$ cat config.mk
export PLATFORM = sky130hd
export DESIGN_NAME = periph_priv_guard
export DESIGN_NICKNAME = d
export VERILOG_FILES = /design/src/rtl/ppg_pkg.sv /design/src/rtl/ppg_decode.sv /design/src/rtl/ppg_cfg.sv /design/src/rtl/ppg_irq.sv /design/src/rtl/periph_priv_guard.sv
export SDC_FILE = /design/constraint.sdc
export NUM_CORES = 1
export LEC_CHECK = 0
export ABC_AREA = 0
export BUFFER_PORTS_ARGS = -buffer_cell sky130_fd_sc_hd__clkbuf_2
export CAP_MARGIN = 10
export CELL_PAD_IN_SITES_DETAIL_PLACEMENT = 0
export CELL_PAD_IN_SITES_GLOBAL_PLACEMENT = 1
export CORE_MARGIN = 8
export CORE_UTILIZATION = 19
export DETAILED_ROUTE_END_ITERATION = 7
export PLACE_DENSITY = 0.87
export SETUP_SLACK_MARGIN = 0.1
export SYNTH_ARGS = -nofsm -noshare
export SYNTH_HDL_FRONTEND = slang
export SYNTH_SLANG_ARGS = --single-unit
$ cat constraint.sdc
create_clock -name clk -period 3.3 [get_ports clk]
set_input_delay 0.66 -clock clk [delete_from_list [all_inputs] [get_ports clk]]
set_output_delay 0.66 -clock clk [all_outputs]
set_load 0.01 [all_outputs]
$ cat src/rtl/ppg_pkg.sv
package ppg_pkg;
    localparam int NSLOT  = 16;
    localparam int SLOT_W = $clog2(NSLOT);
    localparam int CFG_AW = 3;

    typedef enum logic [CFG_AW-1:0] {
        OFF_MASK = 3'd0,
        OFF_FLAG = 3'd1,
        OFF_SET  = 3'd2,
        OFF_CLR  = 3'd3,
        OFF_EN   = 3'd4,
        OFF_IDX  = 3'd5
    } cfg_off_e;

    typedef struct packed {
        logic              in_win;
        logic              mapped;
        logic [SLOT_W-1:0] slot;
    } slot_dec_t;

    typedef struct packed {
        logic set_req;
        logic clr_req;
        logic bad_wr;
    } cfg_evt_t;

    function automatic logic slot_locked(input logic [NSLOT-1:0] mask,
                                         input slot_dec_t dec,
                                         input logic priv);
        return dec.mapped && !priv && mask[dec.slot];
    endfunction
endpackage

$ cat src/rtl/ppg_decode.sv
module ppg_decode
    import ppg_pkg::*;
#(
    parameter int          ADDR_W     = 32,
    parameter logic [31:0] WIN_BASE   = 32'h4000_0000,
    parameter logic [31:0] WIN_LAST   = 32'h4006_FFFF,
    parameter int          SLOT_SHIFT = 12
) (
    input  logic [ADDR_W-1:0] addr,
    output slot_dec_t         dec
);
    localparam logic [ADDR_W-1:0] BASE  = ADDR_W'(WIN_BASE);
    localparam logic [ADDR_W-1:0] LAST  = ADDR_W'(WIN_LAST);
    localparam logic [ADDR_W-1:0] LIMIT = ADDR_W'(NSLOT) << SLOT_SHIFT;

    logic [ADDR_W-1:0] offset;

    always_comb begin
        offset     = addr - BASE;
        dec.in_win = (addr >= BASE) && (addr <= LAST);
        dec.mapped = dec.in_win && (offset < LIMIT);
        dec.slot   = offset[SLOT_SHIFT +: SLOT_W];
    end
endmodule

$ cat src/rtl/ppg_cfg.sv
module ppg_cfg
    import ppg_pkg::*;
#(
    parameter int DATA_W = 32
) (
    input  logic              clk,
    input  logic              rst,
    input  logic              cfg_valid,
    input  logic              cfg_write,
    input  logic [CFG_AW-1:0] cfg_addr,
    input  logic [DATA_W-1:0] cfg_wdata,
    input  logic              cfg_priv,
    output logic [NSLOT-1:0]  mask,
    output logic              en,
    output cfg_evt_t          evt
);
    logic wr_ok;

    always_comb begin
        wr_ok       = cfg_valid && cfg_write && cfg_priv;
        evt.bad_wr  = cfg_valid && cfg_write && !cfg_priv;
        evt.set_req = wr_ok && (cfg_addr == OFF_SET) && cfg_wdata[0];
        evt.clr_req = wr_ok && (cfg_addr == OFF_CLR) && cfg_wdata[0];
    end

    always_ff @(posedge clk) begin
        if (rst) begin
            mask <= '0;
            en   <= 1'b0;
        end else if (wr_ok) begin
            if (cfg_addr == OFF_MASK) mask <= cfg_wdata[NSLOT-1:0];
            if (cfg_addr == OFF_EN)   en   <= cfg_wdata[0];
        end
    end
endmodule

$ cat src/rtl/ppg_irq.sv
module ppg_irq
    import ppg_pkg::*;
(
    input  logic              clk,
    input  logic              rst,
    input  logic              acc_fault,
    input  logic [SLOT_W-1:0] acc_slot,
    input  cfg_evt_t          evt,
    output logic              flag,
    output logic [SLOT_W-1:0] idx
);
    logic hw_evt;
    logic flag_n;

    always_comb begin
        hw_evt = acc_fault || evt.bad_wr;
        // set sources are OR-ed after the clear so they take priority
        flag_n = (flag && !evt.clr_req) || evt.set_req || hw_evt;
    end

    always_ff @(posedge clk) begin
        if (rst) begin
            flag <= 1'b0;
            idx  <= '0;
        end else begin
            flag <= flag_n;
            if (!flag && acc_fault) idx <= acc_slot;
        end
    end
endmodule

$ cat src/rtl/periph_priv_guard.sv
module periph_priv_guard
    import ppg_pkg::*;
#(
    parameter int          ADDR_W     = 32,
    parameter int          DATA_W     = 32,
    parameter logic [31:0] WIN_BASE   = 32'h4000_0000,
    parameter logic [31:0] WIN_LAST   = 32'h4006_FFFF,
    parameter int          SLOT_SHIFT = 12
) (
    input  logic              clk,
    input  logic              rst,
    input  logic              req_valid,
    input  logic [ADDR_W-1:0] req_addr,
    input  logic              req_write,
    input  logic [DATA_W-1:0] req_wdata,
    input  logic              req_priv,
    output logic [DATA_W-1:0] rsp_rdata,
    output logic              rsp_err,
    output logic              per_valid,
    output logic [ADDR_W-1:0] per_addr,
    output logic              per_write,
    output logic [DATA_W-1:0] per_wdata,
    input  logic [DATA_W-1:0] per_rdata,
    input  logic              cfg_valid,
    input  logic              cfg_write,
    input  logic [CFG_AW-1:0] cfg_addr,
    input  logic [DATA_W-1:0] cfg_wdata,
    input  logic              cfg_priv,
    output logic [DATA_W-1:0] cfg_rdata,
    output logic              irq
);
    slot_dec_t         dec;
    logic [NSLOT-1:0]  mask_q;
    logic              en_q;
    cfg_evt_t          evt;
    logic              flag_q;
    logic [SLOT_W-1:0] idx_q;
    logic              blocked;

    ppg_decode #(
        .ADDR_W(ADDR_W), .WIN_BASE(WIN_BASE), .WIN_LAST(WIN_LAST), .SLOT_SHIFT(SLOT_SHIFT)
    ) u_dec (
        .addr(req_addr),
        .dec (dec)
    );

    ppg_cfg #(.DATA_W(DATA_W)) u_cfg (
        .clk      (clk),
        .rst      (rst),
        .cfg_valid(cfg_valid),
        .cfg_write(cfg_write),
        .cfg_addr (cfg_addr),
        .cfg_wdata(cfg_wdata),
        .cfg_priv (cfg_priv),
        .mask     (mask_q),
        .en       (en_q),
        .evt      (evt)
    );

    always_comb blocked = req_valid && slot_locked(mask_q, dec, req_priv);

    ppg_irq u_irq (
        .clk      (clk),
        .rst      (rst),
        .acc_fault(blocked),
        .acc_slot (dec.slot),
        .evt      (evt),
        .flag     (flag_q),
        .idx      (idx_q)
    );

    always_comb begin
        per_valid = req_valid && !blocked;
        per_addr  = req_addr;
        per_write = req_write;
        per_wdata = req_wdata;
        rsp_err   = blocked;
        rsp_rdata = blocked ? '0 : per_rdata;
        irq       = flag_q && en_q;
    end

    always_comb begin
        unique case (cfg_addr)
            OFF_MASK: cfg_rdata = DATA_W'(mask_q);
            OFF_FLAG: cfg_rdata = DATA_W'(flag_q);
            OFF_EN:   cfg_rdata = DATA_W'(en_q);
            OFF_IDX:  cfg_rdata = DATA_W'(idx_q);
            default:  cfg_rdata = '0;
        endcase
    end
endmodule

After elaboration in Yosys (flattened, before gate mapping)
Cells that the tools add are included.
Operators by class
  $add $sub $neg: 1
  $lt $le $gt $ge: 4
  equal/unequal tests: 5
  mux-type cells: 4
  reductions and logical operators: 27
Operators with widths (number)
  16-bit one-hot mux with 4 select lines: 1
  32-bit by 31-bit greater-or-equal comparator with 1-bit output (second input constant): 1
  32-bit by 31-bit <= comparator with 1-bit output (second input constant): 1
  32-bit by 17-bit < comparator with 1-bit output (second input constant): 1
  32-bit two-way mux: 1
  32-bit by 31-bit subtractor with 32-bit output (second input constant): 1
  1-bit logical AND: 16
  3-bit by 2-bit equality test with 1-bit output (second input constant): 2
  3-bit equality test (second input constant): 2
  1-bit zero test: 5
  4-bit by 5-bit < comparator with 1-bit output (second input constant): 1
  1-bit binary-select mux with 4-bit select: 1
  2-bit AND reduction: 2
  3-bit by 1-bit equality test with 1-bit output (second input constant): 1
  3-bit zero test: 1
  1-bit logical OR: 3
  1-bit two-way mux: 1
Storage, ports and cells
  register bits after elaboration: 22
  input port bits: 139
  logic and storage cells: 45

Longest topological paths before layout
Gate-level depths: netlist (run 1).
  word-level depth: 8
  depth in mapped cells: 7

Hierarchy
A second synthesis (run 1) with hierarchy kept.
Unflattened totals
  cells, all modules: 290
  area total of the unflattened synthesis: 2562.5 sq um
By module, submodules not included
  periph_priv_guard: times used 1, cells each 177, area an instance 1473.9 sq um
  ppg_cfg: times used 1, cells each 81, area an instance 807.0 sq um
  ppg_irq: times used 1, cells each 18, area an instance 182.7 sq um
  ppg_decode: times used 1, cells each 14, area an instance 98.8 sq um

Least setup slack after synthesis (run 1)
Ideal clock, no wire load.
  path type: input-to-output
  start: input port req_addr[16]
  end: output port rsp_rdata[23]
  data arrival time: 2293 ps
  required time: 2640 ps
  slack: 347 ps
  stages: 6
  path buffers: 1
  path through: or4_4 -> nor4_4 -> nand4_2 -> a211o_2 -> buf_6 -> and2_1
Between the ends
  longest elaborated chain between the ends: 7
  elaborated cells on any way between the ends: 10
Ends and longest elaborated chain
  start: declaration: line periph_priv_guard.sv:13  | input logic [ADDR_W-1:0] req_addr,
  32-bit by 31-bit subtractor with 32-bit output, or another cell as far along: line ppg_decode.sv:19  | offset = addr - BASE;
  32-bit by 17-bit < comparator with 1-bit output / 1-bit logical AND (equally long branches): line ppg_decode.sv:21, ppg_decode.sv:20
  1-bit logical AND *: line ppg_decode.sv:21  | dec.mapped = dec.in_win && (offset < LIMIT);
  1-bit logical AND * (2 in series): line ppg_pkg.sv:30  | return dec.mapped && !priv && mask[dec.slot];
  1-bit logical AND *: line periph_priv_guard.sv:60  | always_comb blocked = req_valid && slot_locked(mask_q, dec, req_priv);
  32-bit two-way mux *: line periph_priv_guard.sv:78  | rsp_rdata = blocked ? '0 : per_rdata;
  end: declaration: line periph_priv_guard.sv:17  | output logic [DATA_W-1:0] rsp_rdata,
Every way passes the cells marked *; elsewhere a longest branch is shown, timed or not.

Worst setup path in the final report (run 1)
  start: input port req_addr[16]
  end: output port rsp_rdata[3]
The elaborated chain is that of the path after synthesis.

==> results of run 1 <==
## placed cells by master, fill, tap and decap left out, types with 7 or more instances in the layout
master    netlist  routed
dfxtp_1        22      22
conb_1          1      16
nand3_1         7       7
buf_4          81       9
clkbuf_2        0     148
nand2_1        40      40
mux2i_1        13      13
and2_1         46      46
nand2b_1        8       8
a21oi_1        22      22
## path summary, 6_finish.rpt
| path | from | to | slack, ns | cells after the start |
|---|---|---|---|---|
| worst max register to register | u_cfg.mask[12] | u_irq.idx[0] | 1.38 | 5 |
| worst min-delay path | u_cfg.mask[15] | u_cfg.mask[15] | 0.47 | 2 |
| worst min register to register | u_cfg.mask[15] | u_cfg.mask[15] | 0.47 | 2 |
| worst max-delay path | req_addr[16] | rsp_rdata[3] | 0.12 | 7 |
## layer usage
metal	track usage	vias up
met5	0	-
met4	0.02005	0
met3	0.03211	14
met2	0.2010	127
met1	0.09773	910
li1	-	979
## worst reg2reg max path: stages, from the launching register on
cell and delay, ns:
dfxtp_1 0.37, mux2i_1 0.10, a22oi_1 0.19, nand3_1 0.33, a2111oi_4 0.63, mux2i_1 0.24
## area by class of cell
class                   instances  area [um2]
fillers                      1228        8249
flip-flops and latches         22       440.4
repair buffers                157       808.3
clock inverters                 1       30.03
clock buffers                   3       41.29
multi-input cells             178        1089
inverters                       2       7.507
well taps                     140       175.2
## stage by stage
| stage | instance area [um2] | std cells |
|---|---|---|
| floorplan | 2163 | 293 |
| global placement | 2447 | 494 |
| detailed placement | 2447 | 494 |
| CTS | 2560 | 500 |
| global route | 2591 | 503 |
| finish | 2591 | 503 |
## report_power, final
part / switching [mW] / total, mW / internal [mW]
Combinational: 0.0986 / 0.180 / 0.0810
Sequential: 0.00240 / 0.270 / 0.267
Clock: 0.0900 / 0.252 / 0.162
Total: 0.191 / 0.701 / 0.510
## cell usage after synthesis, types with 2 or more instances
| master | count |
|---|---|
| nor2_1 | 4 |
| a21oi_1 | 22 |
| buf_4 | 81 |
| dfxtp_1 | 22 |
| nor2b_1 | 3 |
| nand2_1 | 40 |
| and2_1 | 46 |
| buf_6 | 3 |
| mux2i_1 | 13 |
| nor3_1 | 2 |
| a22oi_1 | 2 |
| clkbuf_1 | 8 |
| inv_1 | 2 |
| nand2b_1 | 8 |
| nand3_1 | 7 |
## state kept, by name (all words and copies together), names as in the netlist
signal,count
u_cfg.mask,16
u_irq.idx,4
u_cfg.en,1
u_irq.flag,1
## logic make-up after synthesis
group,Yosys count,share of synthesized area
compound gates,29,0.08730
simple gates,117,0.3046
buf+inv,95,0.3248
mux,14,0.07244
other cells,1,0.001780
flops,22,0.2090
## timing repair
item,in CTS,in global routing
resized for setup,3,1
buffers inserted,1,2
pin swaps,1,0
cloned,1,1
endpoints found under the setup margin,33,33
==> results.md, run 1 <==
* Status: completed
* Clk root buf: clkbuf_8
* Final Skew at 0.004307 ns
* Critical Path, Cell by Cell: clkbuf_2, or4_4, nor4_4, nand4_4, a211o_2, and2_1, clkbuf_2
* WL met3 at 896 um
* Relative slew margins at 0.6101
* Clock Sinks at 22
* Power per cell area at 270.6 nW/um2
* Hold Fails Final Rpt at 0
* Tmin final at 3.185 ns
* Starting Density at 0.1944
* Fin worst setup slack at 0.1153 ns
* Cell Area, Synth at 2107 um2
* CP Class: primary input to output pin
* Final GP Congestion at 0.7974
* Final period util at 0.9651
* Clock slew at reported path FFs at 0.08 ns
* Pin count of the biggest net entering global routing at 27
* Vias per cell at 4.036
* DR pass1 iterations at 4
* Die Ht at 121.3 um
* Row count at 38
* Io pins at 271
* Wire length per cell at 16.72 um
* Fin nets at 503
* Cts hold-fix bufs at 0
* RSZ-0062 raised after global routing: yes
* Post-DP HPWL at 6927 um
* WHS at 0.4745 ns
* Post-Route M1 WL at 2914 um
* Initial antenna violation count at 0
* Routed met2 length at 4534 um
* CP arrival at 2.52 ns
* Worst-Margin Slew at 0.5795 ns
* Full die area at 14710 um2
* Post-Synthesis Cells at 278
* Crit Path Max Fanout at 8
* Ys flop type: dfxtp_1
* Post-synth top area cell: buf_4
* DP Worst Slack at -0.06319 ns
* #FFs+latches synth at 22
* CTS tree: yes
* Ys async rst share at 0
* Clock tree buffer depth at 2
* CP Data Required Time at 2.64 ns
* Distinct cells, synth at 30
* Top layer in use: met4
* Initial DRC count at 93
* Vias at 2030
* Worst-Skew Late Latency at 0.26 ns
* Max IR drop VDD at 0.1568 mV
* Lkg Pwr at 1.253 nW
* Total gr overflow at 0
* Peak Freq at 314.0 MHz
* Worst path top cell family by delay: simple AND/OR/NAND/NOR gates
* Global-route wire length before repair at 11800 um
* Synth warn at 0
* Worst hold path class: flip-flop to flip-flop
* Num CTS Buffers at 3
* Most used cell along the critical path: clkbuf_2
* H-tree depth at 1
* Worst stage delay on the critical path at 0.53 ns
* Setup TNS at 0 ns
* CP bufs+invs at 2
* Critical path's slowest cell: or4_4
* Sequential area share after synthesis at 0.2090
* CP startpoint kind: primary input
* Total routed wirelength at 8412 um
* IO Port Bufs at 148
* Max-Cap Viols at 0
* Fin. max-slew vios at 0
* Area fraction of the dominant cell type after synthesis at 0.2886
* Routed Antenna Nets at 0
* Post-Syn Area per Cell at 7.579 um2
* Synth area leaders: buf_4 (29%), dfxtp_1 (21%), and2_1 (14%)
* Share of cells above drive strength 1 at 0.4683
* Vias in the first global route at 2069
* Placeable Area at 10840 um2
* Die width at 121.3 um
* Total Power at 0.7013 mW
* Layout area overhead at 22.98%
* # setup viols final at 0
* EDFF count, synth at 0
* N_diodes at 0
* GRT Util Overall at 0.1007
* Critical Path End Type: output pin
* DRC viols at 0
* Final core utilization at 0.2390
Note: power is estimated with default switching activity, not from simulation.
==> inputs of run 2 (changes only) <==
- REMOVE_ABC_BUFFERS: not set -> 1
==> run 2 against run 1 <==
First-iteration DRC count is 29% lower. Largest power group unchanged. Clock-buffer cell count stayed put. Final cell count is 0.60% lower. Sequential power hardly changed. Non-clock buffer count is 3 lower. Largest cell class unchanged. Total power is 11% lower. Die area stayed put. Critical path depth stayed put. Clock power is 32% lower. Clock skew is 0.0028 ns lower. Sequential share of layout area stayed put.
==> results.md, run 2 (synthesis gave the netlist of run 1 again) <==
* DR pass1 iterations at 4 (unchanged)
* Capturing point of the worst reg2reg path: u_irq.idx[2]
* Die Ht at 121.3 um (unchanged)
* Max-Cap Viols at 0 (unchanged)
* Total routed wirelength at 9702 um (+15%)
* Clock slew at reported path FFs at 0.08 ns (about the same)
* Cts hold-fix bufs at 0 (unchanged)
* Die width at 121.3 um (unchanged)
* CP Class: primary input to output pin
* Worst stage delay on the critical path at 0.53 ns (about the same)
* Routed Antenna Nets at 0 (unchanged)
* Lkg Pwr at 1.244 nW (-0.69%)
* CP bufs+invs at 2 (unchanged)
* Num CTS Buffers at 3 (unchanged)
* Commonest non-fill, non-tap cells in the layout: clkbuf_2 (144), and2_1 (42), nand2_1 (40)
* N_diodes at 0 (unchanged)
* Hold Path End: u_cfg.mask[6]
* Global-route wire length before repair at 12600 um (+6.8%)
* Tmin final at 3.182 ns (-0.003127 ns)
* Crit Path Max Fanout at 5 (-3)
* Worst path top cell family by delay: simple AND/OR/NAND/NOR gates
* Hold Fails Final Rpt at 0 (unchanged)
* CP Data Required Time at 2.64 ns (about the same)
* RSZ-0062 raised after global routing: yes
* Post-DP HPWL at 7996 um (+15%)
* Relative slew margins at 0.5690 (-0.04111)
* Row count at 38 (unchanged)
* Critical path's slowest cell: or4_4
* DRC viols at 0 (unchanged)
* H-tree depth at 1 (unchanged)
* Fin. max-slew vios at 0 (unchanged)
* Vias in the first global route at 2005 (-3.1%)
* Largest Register: u_cfg.mask
* Max reg flops at 16 (unchanged)
* Critical Path, Cell by Cell: clkbuf_2, or4_4, nor4_4, nand4_4, a211o_4, and2_1, clkbuf_2
* Starting Density at 0.1944 (unchanged)
* Vias per cell at 4.134 (+2.4%)
* Most common cell after layout, fill and taps aside: clkbuf_2
* Total gr overflow at 0 (unchanged)
* Full die area at 14710 um2 (unchanged)
* Worst hold path class: flip-flop to flip-flop
* Initial DRC count at 66 (-29%)
* Share of cells above drive strength 1 at 0.4750 (+0.006680)
* Clock tree buffer depth at 2 (unchanged)
* Clock Sinks at 22 (unchanged)
* Initial antenna violation count at 0 (unchanged)
* Hold depth at 2 (unchanged)
* Max IR drop VDD at 0.1055 mV (-33%)
* Worst-Margin Slew at 0.6465 ns (+0.06701 ns)
* Final period util at 0.9641 (about the same)
* Pin count of the biggest net entering global routing at 27 (unchanged)
* Worst-Skew Late Latency at 0.26 ns (about the same)
* Critical R2R Launch: u_cfg.mask[8]
* Critical Path End Type: output pin
* Biggest regs: u_cfg.mask x16, u_irq.idx x4
* Status: completed
* Most used cell along the critical path: clkbuf_2
* GRT Util Overall at 0.1152 (+0.01447)
* DP Worst Slack at -0.03341 ns (+0.02979 ns)
* Peak Freq at 314.3 MHz (about the same)
* # setup viols final at 0 (unchanged)
* CP arrival at 2.52 ns (about the same)
* Fin worst setup slack at 0.1184 ns (+0.003127 ns)
* Layout area overhead at 22.98% (unchanged)
* Wire length per cell at 19.40 um (+16%)
* Reg2reg setup slack at 1.39 ns (about the same)
* Final GP Congestion at 0.8290 (+4.0%)
* CP startpoint kind: primary input
* Power per cell area at 240.5 nW/um2 (-11%)
* Final Skew at 0.001479 ns (-0.002828 ns)
* Vias at 2067 (+1.8%)
* Io pins at 271 (unchanged)
* Placeable Area at 10840 um2 (unchanged)
* Total Power at 0.6232 mW (-11%)
* Fin nets at 501 (-0.40%)
* R2R depth at 5 (unchanged)
* IO Port Bufs at 148 (unchanged)
* Hold_sp: u_cfg.mask[6]
* Clk root buf: clkbuf_8
* CTS tree: yes
run 2: how the worst max path moves through the flow:
| stage | start | cells after the start | endpoint |
|---|---|---|---|
| final | req_addr[16] | 7 | rsp_rdata[0] |
| after global routing | req_addr[16] | 7 | rsp_rdata[0] |
| after CTS | req_addr[16] | 7 | rsp_rdata[0] |
| after detailed placement | req_addr[16] | 7 | rsp_rdata[0] |
| after global placement | req_addr[16] | 7 | rsp_rdata[0] |
| after floorplan | req_addr[16] | 5 | rsp_rdata[0] |
run 2: worst reg2reg max path, stage by stage, from the launching register on:
cell and delay (ns):
dfxtp_1 0.36, mux2i_1 0.09, a22oi_1 0.18, nand3_1 0.33, a2111oi_4 0.62, mux2i_1 0.24
run 2: metal layers:
layer / vias to the layer above / wire length, um / track usage
met5: - / 0 / 0.04514
met1: 926 / 3764 / 0.1314
met2: 157 / 4078 / 0.1556
met4: 0 / 40 / 0.01619
li1: 978 / - / -
met3: 6 / 1820 / 0.1019
run 2: metrics by stage:
step,instance area [um2],hold WS (ns),util,setup TNS (ns),std cells
6_report,2591,0.4708,0.2390,0,500
5_1_grt,2591,0.5027,0.2390,0,500
4_1_cts,2507,0.4756,0.2313,0,496
3_5_place_dp,2432,0.4639,0.2244,-0.3895,492
3_3_place_gp,2432,0.4583,0.2244,0,492
2_1_floorplan,1486,0.4380,-,0,200
run 2: final cells by class:
class                      instances  area (um2)
inverter                           2       7.507
fill                            1237        8249
timing repair buffer             154       810.8
multi-input combinational        179        1116
sequential                        22       440.4
clock buffer                       3       41.29
tap                              140       175.2
run 2: repair_timing:
item	4_1_cts	5_1_grt
pin swaps	1	7
gates resized for setup	3	15
cloned	1	2
endpoints found under the setup margin	33	33
setup buffers	0	2
run 2: power by group:
| part | internal [mW] | total, mW | switching [mW] |
|---|---|---|---|
| clock network | 0.0816 | 0.171 | 0.0893 |
| logic | 0.0846 | 0.183 | 0.0983 |
| registers | 0.267 | 0.270 | 0.00212 |
| total | 0.434 | 0.623 | 0.190 |
==> inputs of run 3 (changes only) <==
==> constraint.sdc (replaced) <==
create_clock -name clk -period 3.3 [get_ports clk]
set_input_delay 0.33 -clock clk [delete_from_list [all_inputs] [get_ports clk]]
set_output_delay 0.33 -clock clk [all_outputs]
set_load 0.01 [all_outputs]
==> run 3 against run 2 <==
Worst setup slack gained 0.51 ns. Non-clock buffer count shrank 5. Hold slack lost 0.20 ns. Clock skew grew 0.0076 ns. Die area is the same. First-iteration DRC count shrank 17%. Register-to-register slack gained 0.21 ns. Clock-buffer cell count is the same. Largest cell class unchanged.
==> results.md, run 3 (synthesis gave the netlist of run 1 again) <==
* Status: completed
* Clock Sinks at 22 (unchanged)
* Max reg flops at 16 (unchanged)
* Power per cell area at 279.4 nW/um2 (+16%)
* Die width at 121.3 um (unchanged)
* CP Data Required Time at 2.97 ns (+0.33 ns)
* Hold Fails Final Rpt at 0 (unchanged)
* Row count at 38 (unchanged)
* Logic gate share of total power at 0.242 (-0.051)
* Initial antenna violation count at 0 (unchanged)
* Clock slew at reported path FFs at 0.09 ns (about the same)
* Fin. max-slew vios at 0 (unchanged)
* Flop pwr share at 0.389 (-0.043)
* Commonest non-fill, non-tap cells in the layout: clkbuf_2 (148), and2_1 (46), nand2_1 (40)
* # setup viols final at 0 (unchanged)
* Routed Antenna Nets at 0 (unchanged)
* Largest Register: u_cfg.mask
* CTS tree: yes
* Post-CTS Resized at 0 (-3)
* Max IR drop VDD at 0.2087 mV (+98%)
* Post-DP HPWL at 7925 um (-0.89%)
* CP Class: primary input to output pin
* Vias at 2013 (-2.6%)
* Worst hold path class: primary input to flip-flop
* Share of cells above drive strength 1 at 0.4504 (-0.02458)
* Total routed wirelength at 9129 um (-5.9%)
* Placeable Area at 10840 um2 (unchanged)
* Clock tree buffer depth at 2 (unchanged)
* Full die area at 14710 um2 (unchanged)
* Reg2reg setup slack at 1.60 ns (+0.21 ns)
* Pin count of the biggest net entering global routing at 35 (+30%)
* Int Pwr at 0.5067 mW (+17%)
* Initial DRC count at 55 (-17%)
* Max-Cap Viols at 0 (unchanged)
* Layout area overhead at 17.76%
* Post-CTS Setup Bufs at 0 (unchanged)
* Total gr overflow at 0 (unchanged)
* Wire length per cell at 18.52 um (-4.6%)
* Final GP Congestion at 0.8176 (-1.4%)
* Lkg Pwr at 1.215 nW (-2.4%)
* Clock power share at 0.369 (+0.095)
* Peak Freq at 374.0 MHz (+19%)
* CP arrival at 2.34 ns (-0.18 ns)
* DR pass1 iterations at 4 (unchanged)
* Worst-Margin Slew at 0.6323 ns (-0.01422 ns)
* CP startpoint kind: primary input
* Most common cell after layout, fill and taps aside: clkbuf_2
* Setup TNS at 0 ns (unchanged)
* GRT Util Overall at 0.1097 (-0.005438)
* DRC viols at 0 (unchanged)
* Clk root buf: clkbuf_8
* Fin nets at 493 (-1.6%)
* Global-route wire length before repair at 12120 um (-3.8%)
* Post-DP Area at 2410 um2 (-0.93%)
* Die Ht at 121.3 um (unchanged)
* Relative slew margins at 0.5785 (+0.009480)
* Switching power at 0.1865 mW (-1.7%)
* Finished Cell Area at 2481 um2 (-4.2%)
* # fillers at 1201 (-2.9%)
* Critical Path End Type: output pin
* Starting Density at 0.1944 (unchanged)
* Fin worst setup slack at 0.6259 ns (+0.5075 ns)
* DP Worst Slack at 0.5953 ns (+0.6287 ns)
* H-tree depth at 1 (unchanged)
* Worst-Skew Late Latency at 0.26 ns (about the same)
* Crit Path Max Fanout at 34 (+29)
* RSZ-0062 raised after global routing: no
* Vias in the first global route at 1905 (-5.0%)
* Cts hold-fix bufs at 0 (unchanged)
* Tmin final at 2.674 ns (-0.5075 ns)
* Final period util at 0.8103 (-0.1538)
* N_diodes at 0 (unchanged)
* Io pins at 271 (unchanged)
* Biggest regs: u_cfg.mask x16, u_irq.idx x4
* IO Port Bufs at 148 (unchanged)
* Final Skew at 0.009054 ns (+0.007575 ns)
* Num CTS Buffers at 3 (unchanged)
* Vias per cell at 4.083 (-1.2%)
* Net Sw Frac at 0.2690 (-0.03533)
## run 3: critical path: stages
cell and delay (ns):
clkbuf_2 0.09, or4_4 0.53, nor4_4 0.25, nand4_2 0.20, a211o_2 0.54, and2_1 0.26, clkbuf_2 0.13
## run 3: worst paths after layout
path / from / endpoint / cells after the start
worst min-delay path: cfg_wdata[6] / u_cfg.mask[6] / 3
worst max-delay path: req_addr[16] / rsp_rdata[0] / 7
worst min register to register: u_cfg.mask[6] / u_cfg.mask[6] / 2
worst max register to register: u_cfg.mask[8] / u_irq.idx[0] / 5
## run 3: metrics by stage
step / std cells / hold slack, ns / util / power, mW
floorplan: 200 / 0.3991 / - / 0.3332
global placement: 489 / 0.4555 / 0.2223 / 0.4435
detailed placement: 489 / 0.4598 / 0.2223 / 0.4451
CTS: 493 / 0.2704 / 0.2289 / 0.6992
global route: 493 / 0.2802 / 0.2289 / 0.7242
finish: 493 / 0.2731 / 0.2289 / 0.6932
## run 3: layer usage
layer	track usage	up-vias	wire [um]
met4	0.009252	2	28
li1	-	954	-
met3	0.1000	4	1779
met2	0.1426	160	3771
met1	0.1300	893	3523
met5	0.04514	-	26
## run 3: final cells by class
cell class | count | area [um2] | area share
Multi-Input combinational cell | 176 | 1039 | 0.4186
Timing Repair Buffer | 149 | 748.2 | 0.3016
Sequential cell | 22 | 440.4 | 0.1775
Tap cell | 140 | 175.2 | 0.07060
Clock buffer | 3 | 41.29 | 0.01664
Clock inverter | 1 | 30.03 | 0.01210
Inverter | 2 | 7.507 | 0.003026
## run 3: power by group through the flow
| stage | combinational [mW] | clock [mW] | sequential [mW] |
|---|---|---|---|
| after floorplan | 0.0579 | 0 | 0.275 |
| after global placement | 0.168 | 0 | 0.276 |
| after detailed placement | 0.169 | 0 | 0.276 |
| after CTS | 0.170 | 0.259 | 0.270 |
| after global routing | 0.184 | 0.270 | 0.270 |
| final | 0.168 | 0.256 | 0.270 |
